File: src/rtl/adc_stat_pkg.sv
package adc_stat_pkg;
  localparam int unsigned STAT_W = 16;
  localparam int unsigned B_CAL  = 15;
  localparam int unsigned B_AERR = 13;
  localparam int unsigned B_PERR = 12;
  localparam int unsigned B_ACC  = 6;
  localparam int unsigned B_THR  = 4;
  localparam int unsigned B_OVR  = 3;
  localparam int unsigned B_ARDY = 1;
  localparam int unsigned B_PRDY = 0;
  localparam int unsigned N_CH   = 2;
  localparam int unsigned CH_PRI = 0;
  localparam int unsigned CH_AUX = 1;

  typedef enum logic [1:0] {
    RNG_OK,
    RNG_UNDER,
    RNG_OVER
  } rng_e;
endpackage

File: src/rtl/adc_result_chan.sv
module adc_result_chan
  import adc_stat_pkg::*;
#(
  parameter int unsigned DW = 16
) (
  input  logic          clk_i,
  input  logic          rst_ni,
  input  logic          wr_i,
  input  logic          under_i,
  input  logic          over_i,
  input  logic [DW-1:0] data_i,
  output logic [DW-1:0] clamp_o,
  output logic [DW-1:0] dat_o,
  output logic          err_o
);
  localparam logic [DW-1:0] NEG_FS = {1'b1, {(DW-1){1'b0}}};
  localparam logic [DW-1:0] POS_FS = {1'b0, {(DW-1){1'b1}}};

  rng_e rng;

  always_comb begin
    if (under_i)     rng = RNG_UNDER;
    else if (over_i) rng = RNG_OVER;
    else             rng = RNG_OK;
  end

  always_comb begin
    unique case (rng)
      RNG_UNDER: clamp_o = NEG_FS;
      RNG_OVER:  clamp_o = POS_FS;
      default:   clamp_o = data_i;
    endcase
  end

  always_ff @(posedge clk_i or negedge rst_ni) begin
    if (!rst_ni) begin
      dat_o <= '0;
      err_o <= 1'b0;
    end else if (wr_i) begin
      dat_o <= clamp_o;
      err_o <= (rng != RNG_OK);
    end
  end
endmodule

File: src/rtl/adc_thresh_qual.sv
module adc_thresh_qual #(
  parameter int unsigned DW = 16,
  parameter int unsigned CW = 8
) (
  input  logic          clk_i,
  input  logic          rst_ni,
  input  logic          wr_i,
  input  logic          cmp_en_i,
  input  logic          cnt_en_i,
  input  logic [DW-1:0] val_i,
  input  logic [DW-1:0] thr_i,
  input  logic [CW-1:0] cnt_lim_i,
  output logic          flag_o
);
  logic [DW-1:0] mag;
  logic          exceed;
  logic [CW-1:0] run_q, run_nxt;

  // two's complement magnitude; most negative value maps to 2^(DW-1)
  assign mag     = val_i[DW-1] ? (~val_i + DW'(1)) : val_i;
  assign exceed  = mag > thr_i;
  assign run_nxt = (run_q == cnt_lim_i) ? run_q : run_q + CW'(1);

  always_ff @(posedge clk_i or negedge rst_ni) begin
    if (!rst_ni) begin
      run_q  <= '0;
      flag_o <= 1'b0;
    end else if (!cmp_en_i) begin
      run_q  <= '0;
      flag_o <= 1'b0;
    end else if (wr_i) begin
      if (!exceed) begin
        run_q  <= '0;
        flag_o <= 1'b0;
      end else if (cnt_en_i) begin
        run_q  <= run_nxt;
        flag_o <= (run_nxt == cnt_lim_i);
      end else begin
        run_q  <= '0;
        flag_o <= 1'b1;
      end
    end
  end
endmodule

File: src/rtl/adc_ovr_detect.sv
module adc_ovr_detect (
  input  logic clk_i,
  input  logic rst_ni,
  input  logic en_i,
  input  logic tick_i,
  input  logic sample_i,
  input  logic gain_wr_i,
  output logic flag_o
);
  always_ff @(posedge clk_i or negedge rst_ni) begin
    if (!rst_ni)                         flag_o <= 1'b0;
    else if (en_i && tick_i && sample_i) flag_o <= 1'b1;
    else if (!en_i || gain_wr_i)         flag_o <= 1'b0;
  end
endmodule

File: src/rtl/adc_status_reg.sv
module adc_status_reg
  import adc_stat_pkg::*;
#(
  parameter int unsigned DW = 16,
  parameter int unsigned AW = 16,
  parameter int unsigned CW = 8
) (
  input  logic              clk_i,
  input  logic              rst_ni,
  input  logic              cal_done_i,
  input  logic              mode_wr_i,
  input  logic              pri_wr_i,
  input  logic              pri_under_i,
  input  logic              pri_over_i,
  input  logic [DW-1:0]     pri_data_i,
  input  logic              aux_wr_i,
  input  logic              aux_under_i,
  input  logic              aux_over_i,
  input  logic [DW-1:0]     aux_data_i,
  input  logic              pri_rd_i,
  input  logic              aux_rd_i,
  input  logic [AW-1:0]     acc_val_i,
  input  logic [AW-1:0]     acc_thr_i,
  input  logic              cmp_en_i,
  input  logic              cnt_en_i,
  input  logic [DW-1:0]     thr_val_i,
  input  logic [CW-1:0]     thr_cnt_i,
  input  logic              ovr_en_i,
  input  logic              ovr_tick_i,
  input  logic              ovr_sample_i,
  input  logic              gain_wr_i,
  output logic [DW-1:0]     pri_dat_o,
  output logic [DW-1:0]     aux_dat_o,
  output logic [STAT_W-1:0] status_o
);
  logic [N_CH-1:0]         ch_wr, ch_under, ch_over, ch_err;
  logic [N_CH-1:0][DW-1:0] ch_data, ch_clamp, ch_dat;

  assign ch_wr[CH_PRI]    = pri_wr_i;
  assign ch_wr[CH_AUX]    = aux_wr_i;
  assign ch_under[CH_PRI] = pri_under_i;
  assign ch_under[CH_AUX] = aux_under_i;
  assign ch_over[CH_PRI]  = pri_over_i;
  assign ch_over[CH_AUX]  = aux_over_i;
  assign ch_data[CH_PRI]  = pri_data_i;
  assign ch_data[CH_AUX]  = aux_data_i;

  for (genvar g = 0; g < N_CH; g++) begin : g_ch
    adc_result_chan #(.DW(DW)) u_chan (
      .clk_i   (clk_i),
      .rst_ni  (rst_ni),
      .wr_i    (ch_wr[g]),
      .under_i (ch_under[g]),
      .over_i  (ch_over[g]),
      .data_i  (ch_data[g]),
      .clamp_o (ch_clamp[g]),
      .dat_o   (ch_dat[g]),
      .err_o   (ch_err[g])
    );
  end

  assign pri_dat_o = ch_dat[CH_PRI];
  assign aux_dat_o = ch_dat[CH_AUX];

  logic thr_flag, ovr_flag;

  adc_thresh_qual #(.DW(DW), .CW(CW)) u_thr (
    .clk_i     (clk_i),
    .rst_ni    (rst_ni),
    .wr_i      (pri_wr_i),
    .cmp_en_i  (cmp_en_i),
    .cnt_en_i  (cnt_en_i),
    .val_i     (ch_clamp[CH_PRI]),
    .thr_i     (thr_val_i),
    .cnt_lim_i (thr_cnt_i),
    .flag_o    (thr_flag)
  );

  adc_ovr_detect u_ovr (
    .clk_i     (clk_i),
    .rst_ni    (rst_ni),
    .en_i      (ovr_en_i),
    .tick_i    (ovr_tick_i),
    .sample_i  (ovr_sample_i),
    .gain_wr_i (gain_wr_i),
    .flag_o    (ovr_flag)
  );

  logic cal_q, prdy_q, ardy_q, aux_armed_q, acc_gt_q;

  always_ff @(posedge clk_i or negedge rst_ni) begin
    if (!rst_ni) begin
      cal_q       <= 1'b0;
      prdy_q      <= 1'b0;
      ardy_q      <= 1'b0;
      aux_armed_q <= 1'b0;
      acc_gt_q    <= 1'b0;
    end else begin
      acc_gt_q <= acc_val_i > acc_thr_i;

      if (cal_done_i)     cal_q <= 1'b1;
      else if (mode_wr_i) cal_q <= 1'b0;

      if (pri_wr_i || cal_done_i) prdy_q <= 1'b1;
      else if (pri_rd_i)          prdy_q <= 1'b0;

      // aux ready needs an aux read in an earlier cycle than the primary read
      if (aux_wr_i || cal_done_i)     ardy_q <= 1'b1;
      else if (pri_rd_i && aux_armed_q) ardy_q <= 1'b0;

      if (aux_rd_i)      aux_armed_q <= 1'b1;
      else if (pri_rd_i) aux_armed_q <= 1'b0;
    end
  end

  always_comb begin
    status_o         = '0;
    status_o[B_CAL]  = cal_q;
    status_o[B_AERR] = ch_err[CH_AUX];
    status_o[B_PERR] = ch_err[CH_PRI];
    status_o[B_ACC]  = acc_gt_q;
    status_o[B_THR]  = thr_flag;
    status_o[B_OVR]  = ovr_flag;
    status_o[B_ARDY] = ardy_q;
    status_o[B_PRDY] = prdy_q;
  end
endmodule

File: config.mk
export PLATFORM = sky130hd
export DESIGN_NAME = adc_status_reg
export DESIGN_NICKNAME = d
export VERILOG_FILES = /design/src/rtl/adc_stat_pkg.sv /design/src/rtl/adc_result_chan.sv /design/src/rtl/adc_thresh_qual.sv /design/src/rtl/adc_ovr_detect.sv /design/src/rtl/adc_status_reg.sv
export SDC_FILE = /design/constraint.sdc
export NUM_CORES = 1
export LEC_CHECK = 0
export ABC_AREA = 1
export BUFFER_PORTS_ARGS = -buffer_cell sky130_fd_sc_hd__buf_4
export CAP_MARGIN = 20
export CORE_MARGIN = 8
export CORE_UTILIZATION = 40
export DETAILED_ROUTE_END_ITERATION = 12
export PLACE_DENSITY = 0.64
export SETUP_SLACK_MARGIN = 0.5
export SYNTH_ARGS = -nofsm -noshare
export SYNTH_HDL_FRONTEND = slang
export SYNTH_SLANG_ARGS = --single-unit
File: constraint.sdc
create_clock -name clk_i -period 1.9 [get_ports clk_i]
set_input_delay 0 -clock clk_i [delete_from_list [all_inputs] [get_ports clk_i]]
set_output_delay 0 -clock clk_i [all_outputs]
set_load 0.01 [all_outputs]
==> flow_summary_export.csv <==
group,metric,value,unit
grt,grt_util_all_layers,19.0,%
power_and_ir_drop,p_leak,3.39,nW
sta,finClkSkew,0.0120,ns
floorplanning,pin_count,154,
clocking,cts_buffers,5,
detailed_routing,vias,4405,
sta,setup_viol,9,
outcome,violations,"setup timing",
sta,fmax,0.440,GHz
final_layout,design_area,6080,µm²
sta,slew_headroom,56.5,%
yosys,synth_top_cell_by_area,"dfrtp_1",
sta,min_period,2.27,ns
yosys,yosysWarnings,0,
power_and_ir_drop,swShare,32.9,%
grt,grt_pass1_wl,20800,µm
detailed_routing,first_pass_iters,4,
power_and_ir_drop,p_int,1.96,mW
grt,gr-total-overflow,0,
sta,setup_ws,-0.375,ns
critical_path,r2r_slack,-0.03,ns
yosys,synth_top_area_share,31.0,%
critical_path,cp.required,2.13,ns
yosys,synthFlopType,"dfrtp_1",
job,max-cap-violations,0,
sta,rsz0062_at_grt,"true",
outcome,outcome,"complete, but fails checks",
critical_path,cp.arrival,2.50,ns
yosys,synth_edf_count,0,
detailed_routing,drc,0,
place,post-dp-hpwl,9960,µm
grt,grt_max_degree,50,
detailed_routing,antenna_left,0,
floorplanning,dieArea,13300,µm²
clocking,clk_pin_slew,0.10,ns
grt,grt_pass1_vias,4580,
final_layout,area_growth,54.0,%
floorplanning,die_w,115,µm
sta,setup-tns-final,-2.93,ns
clocking,cts_tree,"built",
power_and_ir_drop,power.density,480,nW/µm²
yosys,ys_top_cells_by_area,"dfrtp_1 31%, nand2_1 15%, ha_1 11%",
yosys,syn_area,3950,µm²
place,placed_area,5580,µm²
yosys,synthesis.instances,574,
power_and_ir_drop,power.switching,0.960,mW
floorplanning,start_util,40.8,%
final_layout,drive_gt1_share,32.5,%
power_and_ir_drop,sequentialPowerShare,40.0,%
power_and_ir_drop,p_comb_share,37.0,%
final_layout,layout.cells.non_filler,939,
yosys,async_reset_ff_share,100,%
sta,tightestPinTransition,0.652,ns
power_and_ir_drop,ir_drop,0.339,mV
place,pre_cts_ws,-0.790,ns
yosys,yosysSeqAreaShare,31.0,%
yosys,ys_seq_elements,49,
floorplanning,fp.dieH,115,µm
clocking,cts_buffer_depth,2,
clocking,clkSinkCount,49,
place,placedCellCount,896,
yosys,ys_top_cells_by_count,"162 x nand2_1, 84 x inv_1, 54 x o21ai_0",
place,gp_congestion,0.874,
hold_path,hp-class,"input port to register",
sta,finalMaxSlewViolations,0,
critical_path,endpoint_kind,"register",
clocking,clock_latency,0.31,ns
critical_path,cp-start-kind,"input port",
yosys,synth.distinct_cells,38,
detailed_routing,routedWlPerCell,13.1,µm
power_and_ir_drop,power_frac_clock,23.0,%
detailed_routing,wl,12300,µm
floorplanning,rows,36,
floorplanning,core_area,9680,µm²
critical_path,crit_fanout,8,
place,port_buffers,145,
sta,period_share,120,%
final_layout,n_antenna_cell,0,
detailed_routing,vias_per_cell,4.69,
grt,antenna_found_initial,0,
detailed_routing,first_iter_violations,223,
clocking,htreeDepth,2,
yosys,synth.most_common_cell,"nand2_1",
yosys,syn_area_per_cell,6.88,µm²
critical_path,crit_type,"input port to register",
clocking,cts-root-buf,"clkbuf_8",
sta,finalHoldViolCount,0,
final_layout,layout.nets,945,
flip-flops by register name (all words and copies together), names as in the netlist:
signal             flops
g_ch.u_chan.dat_o     32
g_ch.u_chan.err_o      2
u_thr.run_q            8
aux_armed_q            1
ardy_q                 1
u_thr.flag_o           1
u_ovr.flag_o           1
prdy_q                 1
acc_gt_q               1
cal_q                  1
stage by stage:
stage | util (%) | hold slack [ns] | power [mW]
3_5_place_dp | 57.6 | 0.0705 | 2.19
6_report | 62.8 | 0.00885 | 2.92
3_3_place_gp | 57.6 | 0.0673 | 2.17
4_1_cts | 62.3 | 0.000237 | 2.95
5_1_grt | 62.8 | 0.0162 | 3.13
2_1_floorplan | - | -0.296 | 1.66
power by group through the flow:
stage | Sequential [mW] | Combinational [mW] | Clock (mW)
after global placement | 1.19 | 0.986 | 0
after global routing | 1.18 | 1.21 | 0.738
after CTS | 1.17 | 1.07 | 0.702
final | 1.17 | 1.08 | 0.671
after detailed placement | 1.19 | 1.00 | 0
after floorplan | 1.21 | 0.453 | 0
area by class of cell:
cell class                      count  area (µm²)
Fill cell                         846        3600
Multi-Input combinational cell    410        2300
Timing Repair Buffer              245        1940
Sequential cell                    49        1230
Inverter                           94         358
Tap cell                          133         166
Clock buffer                        5        68.8
Clock inverter                      3        28.8
kinds of logic after synthesis:
kind of cell	share of synthesized area, %
compound gates	13.7
xor+xnor	3.10
fa+ha+maj	10.8
buf+inv	13.6
flops	31.0
other cells	0.0949
simple gates	27.8
per-layer routing:
layer / wire length [µm] / global-route usage (%) / share of wire (%)
met1: 5530 / 23.5 / 45
met3: 650 / 3.57 / 5.3
met5: 0 / 0 / 0
met2: 5930 / 32.5 / 48
met4: 229 / 5.52 / 1.9
what timing repair did:
| item | CTS | global route |
|---|---|---|
| endpoints found under the setup margin | 9 | 15 |
| buffers inserted | 4 | 2 |
| endpoints found under the hold margin | 75 | 0 |
| gates resized for setup | 11 | 6 |
| pin swaps | 5 | 3 |
| hold buffers | 29 | 0 |
worst paths after layout:
kind | endpoint | cells after the start | startpoint
worst max-delay path | u_thr.run_q[1] | 22 | pri_data_i[1]
worst min-delay path | g_ch[0].u_chan.dat_o[8] | 3 | pri_wr_i
worst max register to register | u_thr.flag_o | 17 | u_thr.run_q[0]
worst min register to register | g_ch[1].u_chan.dat_o[9] | 2 | g_ch[1].u_chan.dat_o[9]
max in group asynchronous | g_ch[0].u_chan.dat_o[11] | 2 | rst_ni
min in group asynchronous | g_ch[1].u_chan.dat_o[2] | 2 | rst_ni
critical path: stages:
cell and delay [ns]:
buf_6 0.10, o21ai_4 0.14, ha_2 0.19, inv_2 0.04
nor2_2 0.10, nand4_2 0.11, nor2_2 0.12, nand2_2 0.08
nor3_4 0.15, nand2_1 0.07, nand2_1 0.08, xor2_1 0.14
inv_1 0.08, ha_4 0.28, nand3_2 0.09, nor3_4 0.12
nand2_1 0.08, nand4_1 0.09, nand2_2 0.08, nor2_4 0.20
nand2_1 0.09, o21ai_1 0.09
cells in the final DEF (no fill, tap or decap), drive strengths merged, types with 11 or more instances in the layout:
cell and instances:
dlygate4sd3 29, nand3 36, nand2 168, ha 34, dfrtp 49, inv 90
o21ai 63, a21oi 22, buf 216, xor2 11, nor2 41
No activity file was read; power rests on OpenSTA's default activity.
